$ cat src/rtl/aux_hdr_packer.sv
module aux_hdr_packer #(
  parameter int RD_MAX = 16,
  parameter int WR_MAX = 12,
  localparam int HDR   = 4,
  localparam int LW    = $clog2(RD_MAX + 1),
  localparam int CW    = $clog2(HDR + RD_MAX + 1),
  localparam int PIW   = $clog2(WR_MAX)
) (
  input  logic              clk,
  input  logic              rst_n,
  input  logic              start,
  input  logic [19:0]       addr,
  input  logic [3:0]        cmd,
  input  logic [LW-1:0]     len,
  input  logic [WR_MAX*8-1:0] wr_buf,
  output logic              busy,
  output logic              rej_len,
  output logic              rej_cmd,
  output logic              out_valid,
  input  logic              out_ready,
  output logic [7:0]        out_data,
  output logic              out_last,
  input  logic              stat_valid,
  input  logic [7:0]        stat_byte,
  input  logic [LW-1:0]     rx_count,
  output logic              res_valid,
  output logic              res_timeout,
  output logic              res_flag,
  output logic              res_err,
  output logic [3:0]        res_reply,
  output logic [LW-1:0]     res_count
);

  logic [3:0] cls;
  logic       is_wr, is_rd, too_long, go, accept;
  logic [3:0] lo_nib, hi_nib;

  assign cls      = cmd & 4'b1011;
  assign is_wr    = (cls == 4'd0) || (cls == 4'd2) || (cls == 4'd8);
  assign is_rd    = (cls == 4'd1) || (cls == 4'd9);
  assign too_long = (len > LW'(RD_MAX)) || (is_wr && (len > LW'(WR_MAX)));
  assign go       = start && !busy;
  assign accept   = go && !too_long && (is_wr || is_rd);
  assign lo_nib   = (len == '0) ? 4'd0 : 4'(len - 1'b1);
  assign hi_nib   = (len == '0) ? 4'd3 : (is_rd ? 4'(HDR) : 4'(HDR + len));

  logic [7:0]    hdr [HDR];
  logic [7:0]    pay [WR_MAX];
  logic [CW-1:0] idx, nbytes;
  logic [LW-1:0] req_len;
  logic          req_rd;

  always_ff @(posedge clk or negedge rst_n) begin
    if (!rst_n) begin
      busy    <= 1'b0;
      rej_len <= 1'b0;
      rej_cmd <= 1'b0;
      idx     <= '0;
      nbytes  <= '0;
      req_len <= '0;
      req_rd  <= 1'b0;
      for (int i = 0; i < HDR; i++) hdr[i] <= '0;
      for (int i = 0; i < WR_MAX; i++) pay[i] <= '0;
    end else begin
      rej_len <= go && too_long;
      rej_cmd <= go && !too_long && !(is_wr || is_rd);
      if (accept) begin
        busy    <= 1'b1;
        idx     <= '0;
        nbytes  <= is_rd ? CW'(HDR) : CW'(HDR + len);
        req_len <= len;
        req_rd  <= is_rd;
        hdr[0]  <= addr[7:0];
        hdr[1]  <= addr[15:8];
        hdr[2]  <= {cmd, addr[19:16]};
        hdr[3]  <= {hi_nib, lo_nib};
        for (int i = 0; i < WR_MAX; i++) pay[i] <= wr_buf[8*i +: 8];
      end else if (busy && out_ready) begin
        if (out_last) busy <= 1'b0;
        else          idx  <= idx + 1'b1;
      end
    end
  end

  logic [CW-1:0] pidx;
  assign pidx      = idx - CW'(HDR);
  assign out_valid = busy;
  assign out_last  = busy && (idx == nbytes - 1'b1);
  assign out_data  = (idx < CW'(HDR)) ? hdr[idx[1:0]] : pay[pidx[PIW-1:0]];

  logic abort;
  assign abort = (stat_byte == 8'd1) || (stat_byte == 8'd2) || (stat_byte == 8'd3);

  always_ff @(posedge clk or negedge rst_n) begin
    if (!rst_n) begin
      res_valid   <= 1'b0;
      res_timeout <= 1'b0;
      res_flag    <= 1'b0;
      res_err     <= 1'b0;
      res_reply   <= '0;
      res_count   <= '0;
    end else begin
      res_valid <= stat_valid;
      if (stat_valid) begin
        res_timeout <= stat_byte == 8'd1;
        res_flag    <= stat_byte == 8'd2;
        res_err     <= stat_byte == 8'd3;
        res_reply   <= stat_byte[7:4];
        if (abort)       res_count <= '0;
        else if (req_rd) res_count <= (rx_count > req_len) ? req_len : rx_count;
        else             res_count <= req_len;
      end
    end
  end

endmodule

$ cat config.mk
export PLATFORM = sky130hd
export DESIGN_NAME = aux_hdr_packer
export DESIGN_NICKNAME = d
export VERILOG_FILES = /design/src/rtl/aux_hdr_packer.sv
export SDC_FILE = /design/constraint.sdc
export NUM_CORES = 1
export LEC_CHECK = 0
export ABC_AREA = 0
export BUFFER_PORTS_ARGS = -buffer_cell sky130_fd_sc_hd__buf_2
export CORE_ASPECT_RATIO = 1.1
export CORE_MARGIN = 1
export CORE_UTILIZATION = 50
export DETAILED_ROUTE_END_ITERATION = 10
export PLACE_DENSITY = 0.74
export SLEW_MARGIN = 15
export SYNTH_ARGS = -nofsm -noshare
export SYNTH_HDL_FRONTEND = slang
export SYNTH_SLANG_ARGS = --single-unit
$ cat constraint.sdc
create_clock -name clk -period 5.3 [get_ports clk]
set_input_delay 1.06 -clock clk [delete_from_list [all_inputs] [get_ports clk]]
set_output_delay 1.06 -clock clk [all_outputs]
set_load 0.02 [all_outputs]
* After elaboration in Yosys (flattened, before gate mapping) *
Index checks and enable logic that the tools add are counted.

storage, ports and cells
  bits in registers = 160
  input port bits = 143
  output and inout bits = 26

cells by class
  $add $sub $neg = 5
  order comparisons = 6
  equal/unequal tests = 9
  muxes and demuxes = 20
  bitwise operators = 2
  reductions and logical operators = 24

operators with widths
  cell                                                 number
  two-way mux 8 bit                                    5
  two-way mux 5 bit                                    7
  binary-select mux 8 bit (select 4 bit)               1
  binary-select mux 8 bit (select 2 bit)               1
  == test 8 x 2 -> 1 bit (second input constant)       2
  two-way mux 4 bit                                    3
  == test 8 x 1 -> 1 bit (second input constant)       1
  logical AND 1 bit                                    8
  logical OR 1 bit                                     7
  == test 3 bit (second input constant)                2
  adder 3 x 5 -> 5 bit (first input constant)          1
  adder 5 x 1 -> 5 bit (second input constant)         1
  == test 5 bit                                        1
  >= comparator 5 bit (second input constant)          1
  > comparator 5 x 4 -> 1 bit (second input constant)  1
  > comparator 5 bit                                   1
  > comparator 5 bit (second input constant)           1
  logical NOT 5 bit                                    1
  < comparator 5 x 3 -> 1 bit (second input constant)  1
  inverter 4 -> 5 bit                                  1
  subtractor 5 x 1 -> 5 bit (second input constant)    1
  logical NOT 4 bit                                    1
  AND reduction 2 bit                                  2
  nonzero test 2 bit                                   2
  9 further kinds                                      13

* Longest topological paths before layout *
  depth in word-level cells = 10
  gate-level depth with buffers = 9
  mapped depth without buffers = 7

* Least setup slack after synthesis *
Ideal clock, no wire load.

  kind = register -> output
  start = register idx[0]
  end = output port out_data[5]
  arrival time = 1.805 ns
  required time = 4.240 ns
  path slack = 2.435 ns
  cell stages (with the launch flop) = 8
  cells stage by stage = dfrtp_1 > buf_6 > buf_6 > buf_4 > buf_4 > mux4_2 > nor2_1 > a21oi_1

on the way
  word-level cells in the longest chain between the ends = 6
  elaborated cells between the ends (all ways) = 11
  those cells by class = 1 x add/sub; 1 x order compare; 7 x mux; 2 x bitwise

RTL lines
  what                                                   line  RTL
  from (decl)                                            49    logic [CW-1:0] idx, nbytes;
  from (signal assigned)                                 80    else idx <= idx + 1'b1;
  subtractor 4 x 3 -> 4 bit                              86    assign pidx = idx - CW'(HDR);
  inverter 4 -> 5 bit (not written as such)              89    assign out_data = (idx < CW'(HDR)) ? hdr[idx[1:0]] : pay[pidx[PIW-1:0]];
  binary-select mux 8 bit (select 4 bit)                 89
  two-way mux 8 bit (not written as such) (2 in series)  89
  two-way mux 8 bit *                                    89
  to (decl)                                              21    output logic [7:0] out_data,

Every way passes the cells marked *; elsewhere a longest branch is shown, timed or not. The select of a mux whose other input is x is not followed.

* Worst setup path after layout *
  start = register idx[0]
  end = output port out_last

on the way
  word-level cells in the longest chain between the ends = 2

RTL lines
  what               line  RTL
  == test 5 bit      88    assign out_last = busy && (idx == nbytes - 1'b1);
  logical AND 1 bit  88
  to (decl)          22    output logic out_last,

Every way passes these cells.

==> results.yml <==
clocking:
  post_cts.repair.setup_buffers: 0
  clk_latency_ns: 0.42
  post_cts.resized_instances: 0
  cts_hold_repair.buffers: 0
  cts.htree.levels: 4
  clock_slew_at_the_register_clock_pins_of_the_worst_setup_and_hold_paths_ns: 0.06
  ctsLongestPathBuffers: 2
  ctsRootBufferMaster: "sky130_fd_sc_hd__clkbuf_16"
  clock_tree_from_tritoncts: "yes"
  numCtsBuffers: 17
  clock-sinks: 160
sta:
  period_needed_ns: 3.94
  final.period_utilization_pct: 74.4
  finalHoldViolCount: 0
  finalMaxSlewViolations: 0
  max_slew_margin_pct: 29.4
  setup_slack_ns: 1.36
  finalClockSkew_ns: 0.00874
  maxClockFrequency_ghz: 0.254
  setup_viol_count_final: 0
  transition_time_of_the_tightest_slew_check_pin_ns: 1.05
  grt_setup_unrepaired: "false"
  total_negative_slack_for_setup_checks_ns: 0
drt:
  dr_wl_cell_um: 19.5
  route.vias.total: 5034
  detail_route.wirelength_mm: 17.8
  drt_first_iter_violations: 314
  first_pass_iteration_count_of_the_detailed_router: 4
  detail_route.drc_violations: 0
  post_drt_via_cell_ratio: 5.51
  final_antenna_net_count: 0
yosys:
  mean_syn_cell_area_um2: 14.3
  yosys_register_bits: 160
  netlist_instances: 546
  synth_area_leaders: "sky130_fd_sc_hd__dfrtp_1, sky130_fd_sc_hd__mux2_4, sky130_fd_sc_hd__mux2_2"
  seq_area_frac_synth_pct: 51.3
  synthesis.yosys.warnings: 0
  asyncSetResetFlopFracSynth_pct: 100
  synthDominantAreaCellType: "sky130_fd_sc_hd__dfrtp_1"
  ys_top_cells_by_count: "sky130_fd_sc_hd__dfrtp_1, sky130_fd_sc_hd__mux2_2, sky130_fd_sc_hd__mux2_4"
  count_of_flip_flops_with_a_built_in_enable_after_synthesis: 0
  synthesis.nets: 700
  yosys.cell_types.count: 43
  synthFlopType: "sky130_fd_sc_hd__dfrtp_1"
  post-synth-top-count-cell: "sky130_fd_sc_hd__dfrtp_1"
  syn_area_um2: 7800
  synth_top_area_share_pct: 51.3
pwr:
  comb_power_share_pct: 38.0
  worst_ir_drop_vdd_v: 0.000317
  switchingPower_w: 0.00184
  power.share.switching_pct: 32.6
  seqPwrFrac_pct: 39.7
  cell_internal_pwr_w: 0.00381
  power_leakage_nw: 4.53
  p_per_area_nw_per_um2: 601
  p_clk_share_pct: 22.4
grt:
  initial_antenna_violation_count: 1
  global_route.usage.total_pct: 23.5
  grt_start_max_net_pins: 67
  grt_pass1_wl_mm: 28.6
  grt_pass1_vias: 5363
  grt-ovfl-total: 0
critical_path:
  critPathKind: "reg2out"
  crit_required_ns: 4.24
  worstSetupEndpointType: "output port"
  critical_path_peak_fanout: 23
  cp-start-kind: "flip-flop"
  critPathArrivalTime_ns: 2.88
final_layout:
  signed_area_change_from_the_synthesized_netlist_to_the_final_layout_pct: 20.3
  non_filler_instance_count_after_layout: 914
  postLayoutCoreUtil_pct: 61.9
  num-nets-final: 859
  n_antenna_cell: 0
  drive_above_1_share_pct: 52.2
placed_design:
  detailedPlace.worstSlack_ns: 1.75
  dp_cell_count: 882
  gp_congestion: 0.853
  hpwlAfterDp_mm: 12.7
  port_buffers: 168
floorplanning:
  die_h_um: 133
  num_rows: 47
  floorplan.io_pins: 169
  core_area_um2: 15200
  initial_core_util_pct: 51.4
  die_w_um: 121
  die_area_um2: 16100
hold_path:
  min_path_type: "reg2reg"
job:
  drv.max_cap_violation_count: 0
status:
  outcome: "complete, no violations"
path summary, 6_finish.rpt:
kind	startpoint	end	slack (ns)	cells past startpoint
worst max-delay path	idx[0]	out_last	1.36	6
worst min-delay path	hdr[0]	hdr[0]	0.48	2
worst max register to register	idx[0]	busy	2.79	6
worst min register to register	hdr[0]	hdr[0]	0.48	2
max in group asynchronous	rst_n	pay[22]	3.62	2
min in group asynchronous	rst_n	pay[52]	0.52	1
metrics by stage:
step	instance area, um2	hold slack, ns	power [W]
floorplan	7800	0.443	0.00378
global placement	8770	0.457	0.00430
detailed placement	8770	0.471	0.00439
CTS	9390	0.485	0.00569
global route	9390	0.507	0.00596
finish	9390	0.482	0.00565
cell type report:
type	instances	area, um2
Clock buffer	21	460
Inverter	20	75.1
Clock inverter	11	154
Tap cell	196	245
Sequential cell	160	4010
Fill cell	1141	5780
Timing Repair Buffer	175	937
Multi-Input combinational cell	331	3510
metal layers:
layer | global-route usage, % | routed length [um] | vias to the layer above
met3 | 5.30 | 802 | 23
met2 | 38.1 | 9000 | 151
li1 | - | - | 2299
met4 | 7.54 | 287 | 0
met1 | 31.4 | 7730 | 2561
met5 | 0 | 0 | -
logic make-up (layout without fill, tap and decap cells):
family / count (synthesis) / after routing / synth area share [%]
XOR/XNOR: 8 / 8 / 0.898
AND/OR/NAND/NOR: 76 / 76 / 4.44
buffers and inverters: 55 / 227 / 3.82
AO/OA/AOI/OAI: 64 / 64 / 5.56
multiplexers: 172 / 172 / 32.2
flip-flops: 160 / 160 / 51.3
adder cells (fa/ha/maj): 11 / 11 / 1.76
power groups by stage:
stage / Clock (W) / Combinational [W] / Sequential, W
floorplan: 0 / 0.00173 / 0.00205
global placement: 0 / 0.00209 / 0.00220
detailed placement: 0 / 0.00215 / 0.00224
global route: 0.00134 / 0.00231 / 0.00231
CTS: 0.00129 / 0.00217 / 0.00224
finish: 0.00126 / 0.00214 / 0.00224
worst max-delay path, stage by stage (launching register included):
cell                       delay, ns
sky130_fd_sc_hd__dfrtp_2        0.83
sky130_fd_sc_hd__buf_4          0.43
sky130_fd_sc_hd__xor2_1         0.18
sky130_fd_sc_hd__o211ai_1       0.15
sky130_fd_sc_hd__a311oi_4       0.49
sky130_fd_sc_hd__and2_1         0.20
sky130_fd_sc_hd__buf_2          0.17
cells in the final DEF, fill, tap and decap left out, types with 4 or more instances in the layout:
cell                         instances
sky130_fd_sc_hd__a21oi_1            12
sky130_fd_sc_hd__a22oi_1             9
sky130_fd_sc_hd__buf_2             167
sky130_fd_sc_hd__buf_4               4
sky130_fd_sc_hd__clkbuf_16          17
sky130_fd_sc_hd__clkinvlp_4          5
sky130_fd_sc_hd__dfrtp_1           158
sky130_fd_sc_hd__ha_1               11
sky130_fd_sc_hd__inv_1              20
sky130_fd_sc_hd__mux2_2             72
sky130_fd_sc_hd__mux2_4             60
sky130_fd_sc_hd__mux2i_1             8
sky130_fd_sc_hd__mux4_2             32
sky130_fd_sc_hd__nand2_1            34
sky130_fd_sc_hd__nor2_1             20
sky130_fd_sc_hd__o21ai_0            16
sky130_fd_sc_hd__o22ai_1             8
sky130_fd_sc_hd__o31ai_1             7
sky130_fd_sc_hd__xnor2_1             5
flip-flops by register name (all words and copies together), names as in the netlist, 4 cells and up:
register / cells
hdr: 32
req_len: 5
nbytes: 5
res_count: 5
res_reply: 4
idx: 5
pay: 96
Power figures use the tool's default switching activity.
